### config.mk
export PLATFORM = sky130hd
export DESIGN_NAME = arith_flag_unit
export DESIGN_NICKNAME = d
export VERILOG_FILES = /design/src/rtl/aflag_pkg.sv /design/src/rtl/aflag_width_calc.sv /design/src/rtl/aflag_calc.sv /design/src/rtl/aflag_store.sv /design/src/rtl/arith_flag_unit.sv
export SDC_FILE = /design/constraint.sdc
export NUM_CORES = 1
export LEC_CHECK = 0
export BUFFER_PORTS_ARGS = -buffer_cell sky130_fd_sc_hd__buf_2
export CAP_MARGIN = 20
export CORE_ASPECT_RATIO = 2
export CORE_MARGIN = 2
export CORE_UTILIZATION = 50
export CTS_BUF_LIST = sky130_fd_sc_hd__clkbuf_8
export DETAILED_ROUTE_END_ITERATION = 16
export GPL_TIMING_DRIVEN = 0
export HOLD_SLACK_MARGIN = 0.15
export PLACE_DENSITY = 0.83
export SETUP_SLACK_MARGIN = 0.02
export SLEW_MARGIN = 30
export SYNTH_ARGS = -nofsm -noshare
export SYNTH_HDL_FRONTEND = slang
export SYNTH_HIERARCHICAL = 1
export SYNTH_SLANG_ARGS = --single-unit
### constraint.sdc
create_clock -name clk -period 2.45 [get_ports clk]
set_input_delay 0.1225 -clock clk [delete_from_list [all_inputs] [get_ports clk]]
set_output_delay 0.1225 -clock clk [all_outputs]
set_load 0.05 [all_outputs]
### src/rtl/aflag_pkg.sv
package aflag_pkg;

    typedef enum logic [1:0] {
        OPK_ADD   = 2'd0,
        OPK_SUB   = 2'd1,
        OPK_LOGIC = 2'd2,
        OPK_SHIFT = 2'd3
    } opk_e;

    typedef enum logic [1:0] {
        CSEL_DIR  = 2'd0,
        CSEL_INT  = 2'd1,
        CSEL_TRAP = 2'd2,
        CSEL_NONE = 2'd3
    } csel_e;

    localparam int POS_CF = 0;
    localparam int POS_PF = 2;
    localparam int POS_AF = 4;
    localparam int POS_ZF = 6;
    localparam int POS_SF = 7;
    localparam int POS_TF = 8;
    localparam int POS_IF = 9;
    localparam int POS_DF = 10;
    localparam int POS_OF = 11;

    typedef struct packed {
        logic ovf;
        logic sgn;
        logic zro;
        logic aux;
        logic par;
        logic cry;
    } stat_t;

endpackage

### src/rtl/aflag_width_calc.sv
module aflag_width_calc
    import aflag_pkg::*;
#(
    parameter int W = 8
) (
    input  logic [W-1:0] a,
    input  logic [W-1:0] b,
    input  logic [W-1:0] r,
    input  logic         cin,
    input  logic         is_sub,
    output logic         sgn,
    output logic         zro,
    output logic         cry,
    output logic         ovf
);

    logic [W:0] ext;

    always_comb begin
        if (is_sub)
            ext = {1'b0, a} - {1'b0, b} - {{W{1'b0}}, cin};
        else
            ext = {1'b0, a} + {1'b0, b} + {{W{1'b0}}, cin};
    end

    always_comb begin
        sgn = r[W-1];
        zro = ~|r;
        cry = ext[W];
        if (is_sub)
            ovf = (a[W-1] != b[W-1]) && (r[W-1] != a[W-1]);
        else
            ovf = (a[W-1] == b[W-1]) && (r[W-1] != a[W-1]);
    end

endmodule

### src/rtl/aflag_calc.sv
module aflag_calc
    import aflag_pkg::*;
#(
    parameter int DATA_W = 32
) (
    input  opk_e              kind,
    input  logic [1:0]        size,
    input  logic [DATA_W-1:0] a,
    input  logic [DATA_W-1:0] b,
    input  logic [DATA_W-1:0] r,
    input  logic              cin,
    input  logic              shl,
    input  stat_t             cur,
    output stat_t             nxt
);

    localparam int NSIZE = $clog2(DATA_W / 8) + 1;
    localparam logic [1:0] LAST = 2'(NSIZE - 1);

    logic [NSIZE-1:0] sgn_w, zro_w, cry_w, ovf_w;
    logic [1:0]       idx;
    logic             is_sub;
    logic             sgn_s, zro_s, cry_s, ovf_s, par_s, aux_s;

    assign is_sub = (kind == OPK_SUB);

    for (genvar g = 0; g < NSIZE; g++) begin : g_width
        localparam int WG = 8 << g;
        aflag_width_calc #(.W(WG)) u_wc (
            .a      (a[WG-1:0]),
            .b      (b[WG-1:0]),
            .r      (r[WG-1:0]),
            .cin    (cin),
            .is_sub (is_sub),
            .sgn    (sgn_w[g]),
            .zro    (zro_w[g]),
            .cry    (cry_w[g]),
            .ovf    (ovf_w[g])
        );
    end

    always_comb begin
        idx   = (size > LAST) ? LAST : size;
        sgn_s = sgn_w[idx];
        zro_s = zro_w[idx];
        cry_s = cry_w[idx];
        ovf_s = ovf_w[idx];
        par_s = ^r[7:0];
        aux_s = a[4] ^ b[4] ^ r[4];
    end

    always_comb begin
        nxt     = cur;
        nxt.sgn = sgn_s;
        nxt.zro = zro_s;
        nxt.par = par_s;
        unique case (kind)
            OPK_ADD, OPK_SUB: begin
                nxt.cry = cry_s;
                nxt.ovf = ovf_s;
                nxt.aux = aux_s;
            end
            OPK_LOGIC: begin
                nxt.cry = 1'b0;
                nxt.ovf = 1'b0;
            end
            OPK_SHIFT: begin
                nxt.cry = shl;
            end
            default: nxt = cur;
        endcase
    end

endmodule

### src/rtl/aflag_store.sv
module aflag_store
    import aflag_pkg::*;
#(
    parameter logic INTR_RST = 1'b0
) (
    input  logic        clk,
    input  logic        rst_n,
    input  logic        upd_en,
    input  stat_t       stat_nxt,
    input  logic        ctl_we,
    input  csel_e       ctl_sel,
    input  logic        ctl_val,
    output stat_t       stat_q,
    output logic [15:0] word
);

    logic df_q, if_q, tf_q;

    always_ff @(posedge clk) begin
        if (!rst_n)
            stat_q <= '0;
        else if (upd_en)
            stat_q <= stat_nxt;
    end

    always_ff @(posedge clk) begin
        if (!rst_n) begin
            df_q <= 1'b0;
            if_q <= INTR_RST;
            tf_q <= 1'b0;
        end else if (ctl_we) begin
            unique case (ctl_sel)
                CSEL_DIR:  df_q <= ctl_val;
                CSEL_INT:  if_q <= ctl_val;
                CSEL_TRAP: tf_q <= ctl_val;
                CSEL_NONE: ;
                default:   ;
            endcase
        end
    end

    always_comb begin
        word         = '0;
        word[POS_CF] = stat_q.cry;
        word[POS_PF] = stat_q.par;
        word[POS_AF] = stat_q.aux;
        word[POS_ZF] = stat_q.zro;
        word[POS_SF] = stat_q.sgn;
        word[POS_TF] = tf_q;
        word[POS_IF] = if_q;
        word[POS_DF] = df_q;
        word[POS_OF] = stat_q.ovf;
    end

    assert_hold_stat_R10: assert property (@(posedge clk) disable iff (!rst_n)
        !upd_en |=> $stable(stat_q));

    assert_ctl_hold_R11: assert property (@(posedge clk) disable iff (!rst_n)
        !ctl_we |=> $stable({df_q, if_q, tf_q}));

    assert_ctl_dir_R11: assert property (@(posedge clk) disable iff (!rst_n)
        (ctl_we && ctl_sel == CSEL_DIR) |=> df_q == $past(ctl_val));

    assert_both_R12: assert property (@(posedge clk) disable iff (!rst_n)
        (ctl_we && ctl_sel == CSEL_TRAP && upd_en) |=> (tf_q == $past(ctl_val)) && (stat_q == $past(stat_nxt)));

endmodule

### src/rtl/arith_flag_unit.sv
module arith_flag_unit
    import aflag_pkg::*;
#(
    parameter int   DATA_W   = 32,
    parameter logic INTR_RST = 1'b0
) (
    input  logic              clk,
    input  logic              rst_n,
    input  logic              upd_en,
    input  logic [1:0]        op_kind,
    input  logic [1:0]        op_size,
    input  logic [DATA_W-1:0] opnd_a,
    input  logic [DATA_W-1:0] opnd_b,
    input  logic              carry_in,
    input  logic [DATA_W-1:0] result,
    input  logic              shift_last,
    input  logic              ctl_we,
    input  logic [1:0]        ctl_sel,
    input  logic              ctl_val,
    output logic [15:0]       flags
);

    stat_t stat_q, stat_nxt;

    aflag_calc #(.DATA_W(DATA_W)) u_calc (
        .kind (opk_e'(op_kind)),
        .size (op_size),
        .a    (opnd_a),
        .b    (opnd_b),
        .r    (result),
        .cin  (carry_in),
        .shl  (shift_last),
        .cur  (stat_q),
        .nxt  (stat_nxt)
    );

    aflag_store #(.INTR_RST(INTR_RST)) u_store (
        .clk      (clk),
        .rst_n    (rst_n),
        .upd_en   (upd_en),
        .stat_nxt (stat_nxt),
        .ctl_we   (ctl_we),
        .ctl_sel  (csel_e'(ctl_sel)),
        .ctl_val  (ctl_val),
        .stat_q   (stat_q),
        .word     (flags)
    );

    assert_logic_clear_R8: assert property (@(posedge clk) disable iff (!rst_n)
        (upd_en && op_kind == 2'd2) |=> !flags[POS_CF] && !flags[POS_OF] && $stable(flags[POS_AF]));

    assert_shift_cf_R9: assert property (@(posedge clk) disable iff (!rst_n)
        (upd_en && op_kind == 2'd3) |=> flags[POS_CF] == $past(shift_last) && $stable(flags[POS_OF]));

    assert_zero_sign_R3: assert property (@(posedge clk) disable iff (!rst_n)
        flags[POS_ZF] |-> !flags[POS_SF]);

    assert_rsv_zero_R2: assert property (@(posedge clk) disable iff (!rst_n)
        (flags & 16'hF02A) == 16'h0000);

endmodule

## Yosys cells after proc, flatten, opt, wreduce, memory -nomap -nowiden

Index checks and enable logic that the tools add are counted.
W data, S select, Z words.

| word-level totals | value |
|---|---|
| register bits after elaboration | 9 |
| input port bits | 109 |
| output and inout bits | 16 |

| operators by class | value |
|---|---|
| $add $sub $neg | 12 |
| $lt $le $gt $ge | 2 |
| eq/ne operators | 14 |
| muxes and demuxes | 17 |
| bitwise logic cells | 2 |
| reduce and logical (&&, ||, !) cells | 22 |

Operators with widths:

| cell | count |
|---|---|
| $add A32 B32 Y33 | 1 |
| $add A33 B1 Y33 | 1 |
| $mux W33 | 1 |
| $sub A32 B32 Y33 | 1 |
| $sub A33 B1 Y33 | 1 |
| $reduce_or A32 Y1 | 1 |
| $add A16 B16 Y17 | 1 |
| $add A17 B1 Y17 | 1 |
| $mux W17 | 1 |
| $sub A16 B16 Y17 | 1 |
| $sub A17 B1 Y17 | 1 |
| $reduce_or A16 Y1 | 1 |
| $reduce_and A2 Y1 | 5 |
| $add A8 B8 Y9 | 1 |
| $add A9 B1 Y9 | 1 |
| $mux W9 | 1 |
| $sub A8 B8 Y9 | 1 |
| $sub A9 B1 Y9 | 1 |
| $bmux W1 S2 | 4 |
| $reduce_or A8 Y1 | 1 |
| $reduce_xor A8 Y1 | 1 |
| $mux W1 | 7 |
| $eq A2 B2 Y1 const B | 3 |
| $logic_and A1 B1 Y1 | 6 |
| 13 further kinds | 25 |

## Logic depth before layout (Yosys ltp)

Gate-level depths: netlist of the first run.

| logic depth | value |
|---|---|
| depth in word-level cells | 6 |
| depth in mapped cells | 15 |

## Modules after synthesis

The synthesis of the first run kept the hierarchy.

By module, submodules not included:

| module | times used | cells each | area each (sq um) | seq. area each (sq um) |
|---|---|---|---|---|
| aflag_width_calc at u_calc.g_width[2].u_wc | 1 | 300 | 2213.4 | 0.0 |
| aflag_width_calc at u_calc.g_width[1].u_wc | 1 | 142 | 1074.8 | 0.0 |
| aflag_width_calc at u_calc.g_width[0].u_wc | 1 | 69 | 530.5 | 0.0 |
| aflag_store | 1 | 50 | 493.0 | 180.2 |
| aflag_calc | 1 | 29 | 216.5 | 0.0 |

## Worst setup path before layout of the first run

Ideal clock, no wire load.

| path | value |
|---|---|
| path type | input -> register |
| start point | input opnd_b[0] |
| end point | register, netlist name u_store/stat_q[0] |
| arrival | 2.371 ns |
| required time | 2.334 ns |
| setup slack | -0.037 ns |
| cell stages on the path | 14 |
| cells stage by stage | inv_1 -> ha_1 -> a21o_1 -> ha_1 -> a2111oi_4 -> o221ai_2 -> a211oi_2 -> xnor2_1 -> a2bb2oi_1 -> mux2_1 -> mux2i_1 -> o21ai_1 -> mux2i_1 -> nor2b_1 |

RTL lines:

| item | line | text |
|---|---|---|
| start, declared | arith_flag_unit.sv:13 | `input logic [DATA_W-1:0] opnd_b,` |

==> results of run 1 <==
-- worst paths after layout --
path	startpoint	endpoint	slack (ns)	depth (start not counted)
max reg2reg	u_store/stat_q[2]$_SDFFE_PN0P_	u_store/stat_q[2]$_SDFFE_PN0P_	1.69	4
max	opnd_b[0]	u_store/stat_q[0]$_SDFFE_PN0P_	-0.06	15
min reg2reg	u_store/tf_q$_SDFFE_PN0P_	u_store/tf_q$_SDFFE_PN0P_	0.48	2
min	rst_n	u_store/stat_q[1]$_SDFFE_PN0P_	0.18	2
-- power by group through the flow --
stage | sequential, mW | combinational [mW] | clock, mW
after floorplan | 0.162 | 0.652 | 0
after global placement | 0.163 | 0.907 | 0
after detailed placement | 0.164 | 0.959 | 0
after CTS | 0.161 | 0.990 | 0.175
after global routing | 0.162 | 1.13 | 0.179
final | 0.161 | 0.998 | 0.174
-- flip-flops by register name (all words and copies together) (netlist names) --
signal,count
u_store/if_q,1
u_store/stat_q,6
u_store/tf_q,1
u_store/df_q,1
-- synth_stat cells, types with 2 or more instances --
library cell  number
nand2b_1           2
o211ai_1           2
nand3_1           12
nand2_1           20
a21o_1            10
nand4_1           12
ha_1             159
and3_1             2
nand3b_1           2
or4_1              3
o21bai_1           2
mux2i_1           13
nor4_1            18
buf_4             23
dfxtp_1            9
xor2_1             2
nor2_1            17
inv_2              2
xnor2_1           14
nor2b_1           13
nor3b_1            2
nor3_1             5
a31oi_1            3
a211oi_2           5
o21ai_0           12
inv_1            155
mux2_1             2
o31ai_1            2
a21oi_1           33
a211oi_1           5
and4_1             3
o21ai_1            7
-- timing repair --
| item | CTS | global route |
|---|---|---|
| pin swaps | 11 | 4 |
| gates resized for setup | 25 | 3 |
| setup endpoints to repair | 1 | 1 |
| hold endpoints to repair | 0 | 0 |
| setup buffers | 2 | 0 |
-- through the flow --
| stage | cells | utilization | total power, mW | setup WS (ns) | hold slack [ns] |
|---|---|---|---|---|---|
| 6_report | 819 | 0.6153 | 1.333 | -0.05596 | 0.1841 |
| 5_1_grt | 819 | 0.6153 | 1.470 | -0.1806 | 0.2012 |
| 3_5_place_dp | 813 | 0.5945 | 1.122 | -0.5114 | 0.4319 |
| 3_3_place_gp | 813 | 0.5945 | 1.071 | -0.4458 | 0.4145 |
| 2_1_floorplan | 596 | - | 0.8139 | 0.03679 | 0.3007 |
| 4_1_cts | 819 | 0.6135 | 1.326 | -0.07289 | 0.1864 |
-- cells by family after synthesis --
| group | after synthesis |
|---|---|
| other | 1 |
| multiplexers | 15 |
| flip-flops | 9 |
| adder cells (fa/ha/maj) | 159 |
| AO/OA/AOI/OAI | 96 |
| buffers and inverters | 181 |
| XOR/XNOR | 16 |
| AND/OR/NAND/NOR | 113 |
-- layer usage --
layer	vias to the layer above	global-route usage	share of wire
met2	127	0.4747	0.60
li1	2213	-	-
met5	-	0	0
met1	1998	0.1997	0.33
met4	0	0.1251	0.044
met3	43	0.01163	0.030
-- cell type report --
cell class	count	area, µm²	area share
clock buffer	3	41.29	0.007548
tap	102	127.6	0.02333
timing repair buffer	117	638.1	0.1167
inverter	157	594.3	0.1086
clock inverter	1	3.754	0.0006862
sequential	9	180.2	0.03294
buffer	24	183.9	0.03362
multi-input combinational	406	3701	0.6766
==> flow_summary.ini, run 1 <==
[worst_setup_path]
worst-path-buf-inv = 2
worst-setup-path-type = input pin to register
cp_top_family = compound AO/OA/AOI/OAI gates
endpoint_kind = register
cpPeakStageDelay_ns = 0.33
critical_path.cell_chain = buf_8 > inv_4 > ha_4 > a21o_1 > ha_4 > a2111oi_4 > o221ai_2 > a211oi_2 > xnor2_1 > a2bb2oi_2 > mux2_4 > mux2i_1 > o21ai_1 > mux2i_1 > nor2b_1
worstPathMaxFanout = 2
start_kind = input pin
cp_slowest_cell = a2111oi_4
cp.arrival_ns = 2.63
crit_required_ns = 2.58

[synthesis]
synthXorXnorAreaFrac = 0.03095
synth_top_cell_by_area = ha_1
yosys.area_share.adder = 0.4393
synth_top_area_frac = 0.4393
ys_seq_area_frac = 0.03979
synth_cells = 590
ys_warn_count = 6
ys_types = 51
yosys-top-cells-area = ha_1 44%, inv_1 13%, dfxtp_1 4.0%
synth-seq-cells = 9
synth_top_family_by_area = adder cells
synth_mux_area_frac = 0.03371
synth_compound_area_frac = 0.1487
avgSynthCellArea_um2 = 7.675
yosys.area_share.simple = 0.1359
syn_area_mm2 = 0.004528
synth_flop_cell = dfxtp_1
synth_enable_flop_cells = 0
synthArstFlopShare = 0

[power_and_ir_drop]
comb_power_share = 0.749
p_per_area_mw_per_mm2 = 243.6
seqPwrFrac = 0.121
p_sw_frac = 0.4667
p_clk_frac = 0.130
total_leakage_power_nw = 3.154
switching_power_uw = 621.9
power.internal_uw = 710.7
ir_worst_vdd_uv = 189.1

[route]
via_count = 4381
wl_per_cell_um = 13.72
ant_nets = 0
drtPass1Iterations = 5
via_per_inst = 5.349
drc_errors = 0
wl_um = 11230
first_iter_violations = 104

[timing]
clock_skew_ns = 0
max_freq_ghz = 0.3990
rsz0062_at_grt = yes
worstMarginPinSlew_ns = 0.9519
setup_violations = 1
min_period_over_period = 1.023
setup_ws_ns = -0.05596
period_minus_slack_ns = 2.506
slew_violations = 0
setup_tns_ns = -0.05596
maxSlewHeadroom = 0.3641
finalHoldViolCount = 0

[placement]
gp_congestion = 0.8875
numPortBuffers = 115
hpwl_um = 9892
dpl_cell_area_mm2 = 0.005285

[final_layout]
final_cell_mix = 152 x inv_1, 151 x ha_1, 105 x buf_2
synthToLayoutAreaGrowth_pct = 20.81
mostFrequentLayoutCell = inv_1
layout.nets = 986
fin_area_mm2 = 0.005470
drive_gt1_frac = 0.2385
diodes = 0
nFillCells = 807

[die]
ios = 125
rows = 49
die_width_um = 71.29
fp.coreArea_mm2 = 0.008890
start_util = 0.5094
die_y_um = 138.6
dieArea_mm2 = 0.009879

[clock_network]
clkSinkCount = 9
cts-htree-levels = 1
clock-root-buffer = clkbuf_8
cts_tree = done
worstSkewPairLatency_ns = 0.24
hold_buffers = 0
cts_max_path_buffers = 2
clk_pin_slew_ns = 0.05
cts-buffers-inserted = 3

[global_routing]
grt_pass1_vias = 4642
grt-ovfl-total = 0
grt_pass1_wl_um = 18840
antenna_found_initial = 0
grt_start_max_net_pins = 13
grt_usage = 0.2277

[run_status]
violations = negative setup slack
status = finished with violations

[run]
cap_violations = 0

[hold_path]
min_path_type = input pin to register
Note: power is estimated with default switching activity, not from simulation.
==> inputs of run 2 (changes only) <==
- ABC_CLOCK_PERIOD_IN_PS: default -> 2450
- MAX_ROUTING_LAYER: default -> met4
==> run 2 against run 1 <==
  * The run still ends with negative setup slack left
  * Setup slack better by 0.045 ns
  * Core utilization down 0.084 points
  * Die area unchanged
  * Global-route usage up 0.70 points
  * Register-to-register slack about the same
  * Sequential power about the same
  * Clock skew unchanged
  * Via count up 0.96%
  * Clock power down 4%
  * Combinational power about the same
  * First-iteration DRC count up 5.8%
==> flow_summary.ini, run 2 (synthesis gave the netlist of run 1 again) <==
[run_status]
status = finished with violations
violations = negative setup slack

[placement]
numPortBuffers = 115
dpl_cell_area_mm2 = 0.005285
gp_congestion = 0.9050
hpwl_um = 9907

[route]
ant_nets = 0
drtPass1Iterations = 6
wl_um = 11420
first_iter_violations = 110
wl_per_cell_um = 13.94
via_per_inst = 5.400
drc_errors = 0
via_count = 4423

[power_and_ir_drop]
power.total_mw = 1.334
p_per_area_mw_per_mm2 = 244.2
total_leakage_power_nw = 3.149
ir_worst_vdd_uv = 200.6

[clock_network]
cts_max_path_buffers = 2
hold_buffers = 0
clk_pin_slew_ns = 0.04
clkSinkCount = 9
cts_tree = done
cts-buffers-inserted = 3
clock-root-buffer = clkbuf_8
worstSkewPairLatency_ns = 0.23
cts-htree-levels = 1

[timing]
slew_violations = 0
rsz0062_at_grt = yes
maxSlewHeadroom = 0.3785
clock_skew_ns = 0
max_freq_ghz = 0.4064
setup_ws_ns = -0.01052
min_period_over_period = 1.004
setup_violations = 1
period_minus_slack_ns = 2.461
worstMarginPinSlew_ns = 0.9304
finalHoldViolCount = 0

[worst_setup_path]
worst-setup-path-type = input pin to register
critical_path.cell_chain = buf_2 > ha_1 > inv_1 > ha_1 > and4_1 > o21ai_1 > a31oi_1 > o2111a_1 > o311a_1 > a211oi_2 > mux2i_1 > o21ai_1 > mux2i_1 > nor2b_1
start_kind = input pin
worst-path-buf-inv = 2
cpPeakStageDelay_ns = 0.35
cp_top_family = compound AO/OA/AOI/OAI gates
cp_slowest_cell = o311a_1
worstPathMaxFanout = 6
cp.arrival_ns = 2.63
endpoint_kind = register
crit_required_ns = 2.62

[global_routing]
grt_usage = 0.2348
grt_pass1_wl_um = 18780
grt_use_met1 = 0.1917
grt-ovfl-total = 0
busiest_layer = met2
grt_start_max_net_pins = 13
globalRouteMet3Util = 0.01599
antenna_found_initial = 0
grt_pass1_vias = 4659
use_met2 = 0.4834

[final_layout]
final_cell_mix = 151 x inv_1, 151 x ha_1, 108 x buf_2
diodes = 0
fin_area_mm2 = 0.005463
utilization = 0.6145
regMostFlops = u_store/stat_q
layout.nets = 986
synthToLayoutAreaGrowth_pct = 20.64
largest_reg_flops = 6
drive_gt1_frac = 0.2413

[die]
dieArea_mm2 = 0.009879
die_width_um = 71.29
rows = 49
die_y_um = 138.6
start_util = 0.5094
ios = 125
fp.coreArea_mm2 = 0.008890

[run]
cap_violations = 0

[hold_path]
min_path_type = input pin to register
-- run 2: cell counts in the layout (fill, tap and decap cells not counted) --
No cell type changed its count.
-- run 2: report_power, final --
group | internal (mW) | leakage (nW) | total (mW) | switching (mW)
Combinational | 0.447 | 3.05 | 1.01 | 0.559
Clock | 0.109 | 0.0269 | 0.167 | 0.0578
Sequential | 0.156 | 0.0734 | 0.161 | 0.00492
-- run 2: metrics by stage --
stage | hold WS (ns) | std cells | TNS (ns) | setup WS (ns)
after floorplan | 0.3007 | 596 | 0 | 0.03679
after global placement | 0.4137 | 813 | -0.4481 | -0.4481
after detailed placement | 0.4214 | 813 | -0.4715 | -0.4715
after CTS | 0.1866 | 819 | -0.05585 | -0.05585
after global routing | 0.2062 | 819 | -0.1283 | -0.1283
final | 0.1969 | 819 | -0.01052 | -0.01052
-- run 2: final cells by class --
class	instances	area, µm²
multi-input combinational	406	3705
fill	758	3427
timing repair buffer	117	626.9
inverter	157	594.3
buffer	24	183.9
sequential	9	180.2
tap	102	127.6
clock buffer	3	41.29
clock inverter	1	3.754
-- run 2: repair_timing --
action	4_1_cts	5_1_grt
resized for setup	24	3
pin swaps	11	6
setup endpoints to repair	1	1
setup buffers	2	0
-- run 2: path summary, 6_finish.rpt --
path / from / end / slack (ns) / cells after the start
max: opnd_b[7] / u_store/stat_q[0]$_SDFFE_PN0P_ / -0.01 / 14
min: rst_n / u_store/stat_q[0]$_SDFFE_PN0P_ / 0.20 / 2
max reg2reg: u_store/stat_q[5]$_SDFFE_PN0P_ / u_store/stat_q[5]$_SDFFE_PN0P_ / 1.68 / 4
min reg2reg: u_store/if_q$_SDFFE_PN0P_ / u_store/if_q$_SDFFE_PN0P_ / 0.47 / 2
-- run 2: layer usage --
layer | part of all wire | up-vias
li1 | - | 2209
met4 | 0.044 | 0
met3 | 0.034 | 48
met1 | 0.32 | 2022
met5 | 0 | -
met2 | 0.60 | 144
==> inputs of run 3 (changes only) <==
- BUFFER_PORTS_ARGS: -buffer_cell sky130_fd_sc_hd__buf_2 -> default
- CORE_UTILIZATION: 50 -> 60
- DONT_BUFFER_PORTS: default -> 1
- PLACE_DENSITY: 0.83 -> 0.82
==> run 3 against run 2 <==
  * The run still ends with negative setup slack left
  * Non-clock buffer count shrank 110
  * Combinational power shrank 18%
  * Via count shrank 11%
  * Global-route usage grew 2.3 points
  * Critical path depth is the same
  * Fmax grew 0.26%
  * Critical path type unchanged
==> flow_summary.ini, run 3 (synthesis gave the netlist of run 1 again) <==
[worst_setup_path]
r2r_slack_ns = 1.27
cp.arrival_ns = 2.58
start_kind = input pin
crit_required_ns = 2.58
worst-setup-path-type = input pin to register
worstPathMaxFanout = 6
endpoint_kind = register

[final_layout]
synthToLayoutAreaGrowth_pct = 7.322
fin_area_mm2 = 0.004860
nFillCells = 613
drive_gt1_frac = 0.08237
diodes = 0
largest_reg_flops = 6
final_cell_mix = 154 x inv_1, 154 x ha_1, 33 x a21oi_1
layout.nets = 876
regMostFlops = u_store/stat_q
utilization = 0.6687

[global_routing]
grt_pass1_wl_um = 16820
grt_pass1_vias = 4116
grt-ovfl-total = 0
grt_start_max_net_pins = 13
grt_usage = 0.2577
antenna_found_initial = 0

[route]
wl_um = 10400
via_count = 3945
first_iter_violations = 115
drtPass1Iterations = 4
drc_errors = 0
wl_per_cell_um = 14.88
ant_nets = 0
via_per_inst = 5.644

[placement]
pre_cts_ws_ns = -0.3340
gp_congestion = 0.8601
hpwl_um = 9241
dpl_cell_area_mm2 = 0.004697
numPortBuffers = 0

[timing]
clock_skew_ns = 0
setup_tns_ns = -0.004196
worstMarginPinSlew_ns = 0.5727
max_freq_ghz = 0.4075
rsz0062_at_grt = yes
setup_ws_ns = -0.004196
slew_violations = 0
maxSlewHeadroom = 0.6165
min_period_over_period = 1.002
finalHoldViolCount = 0
period_minus_slack_ns = 2.454
setup_violations = 1

[power_and_ir_drop]
seqPwrFrac = 0.139
comb_power_share = 0.712
p_sw_frac = 0.4490
p_per_area_mw_per_mm2 = 238.6
power.total_mw = 1.159
ir_worst_vdd_uv = 142.2
p_clk_frac = 0.149
power.internal_uw = 638.8
switching_power_uw = 520.5
total_leakage_power_nw = 2.702

[die]
rows = 44
fp.coreArea_mm2 = 0.007267
die_width_um = 65.43
die_y_um = 126.9
ios = 125
dieArea_mm2 = 0.008300
start_util = 0.6231

[clock_network]
worstSkewPairLatency_ns = 0.24
clock-root-buffer = clkbuf_8
cts_tree = done
cts-htree-levels = 1
clkSinkCount = 9
clk_pin_slew_ns = 0.04
cts_max_path_buffers = 2
post_cts_buffers = 0
cts-buffers-inserted = 3

[run_status]
status = finished with violations
violations = negative setup slack

[hold_path]
min_path_type = input pin to register

[run]
cap_violations = 0
run 3: final timing paths:
kind / from / end / cells past startpoint
setup / recovery: opnd_b[0] / u_store/stat_q[0]$_SDFFE_PN0P_ / 14
hold / removal: op_kind[1] / u_store/stat_q[5]$_SDFFE_PN0P_ / 3
setup reg to reg: u_store/if_q$_SDFFE_PN0P_ / u_store/if_q$_SDFFE_PN0P_ / 3
hold reg to reg: u_store/tf_q$_SDFFE_PN0P_ / u_store/tf_q$_SDFFE_PN0P_ / 2
run 3: worst max-delay path, stage by stage:
cell and delay (ns):
inv_8 0.01, ha_4 0.22, a21o_1 0.18, ha_4 0.23, a2111oi_4 0.33, o221ai_2 0.18, a211oi_2 0.31, xnor2_1 0.18
a2bb2oi_2 0.09, mux2_4 0.27, mux2i_1 0.16, o21ai_1 0.09, mux2i_1 0.15, nor2b_1 0.06
run 3: cell type report:
| cell class | count | area, µm² | area share |
|---|---|---|---|
| flip-flops and latches | 9 | 180.2 | 0.03708 |
| plain buffers | 24 | 183.9 | 0.03785 |
| repair buffers | 7 | 70.07 | 0.01442 |
| clock inverters | 1 | 3.754 | 0.0007724 |
| inverters | 157 | 599.3 | 0.1233 |
| clock buffers | 3 | 41.29 | 0.008496 |
| multi-input cells | 406 | 3666 | 0.7544 |
| well taps | 92 | 115.1 | 0.02369 |
run 3: power by group through the flow:
stage	clock (mW)	sequential, mW	combinational, mW
after floorplan	0	0.162	0.652
after global routing	0.186	0.162	0.935
final	0.172	0.161	0.825
after global placement	0	0.163	0.756
after detailed placement	0	0.164	0.795
after CTS	0.172	0.161	0.822
run 3: repair_timing:
action / in CTS / in global routing
gates resized for setup: 8 / 0
hold buffers: 7 / 0
setup endpoints to repair: 1 / 1
pin swaps: 9 / 2
endpoints found under the hold margin: 3 / 0
run 3: metrics by stage:
step           hold WS, ns  instances
6_report            0.1713        699
5_1_grt             0.1942        699
4_1_cts             0.1735        699
3_5_place_dp        0.3165        688
3_3_place_gp        0.3116        688
2_1_floorplan       0.3007        596
run 3: layer usage:
metal | track usage | share of wire
met4 | 0.1091 | 0.040
met2 | 0.5396 | 0.59
met5 | - | 0
met1 | 0.2061 | 0.32
met3 | 0.03369 | 0.043
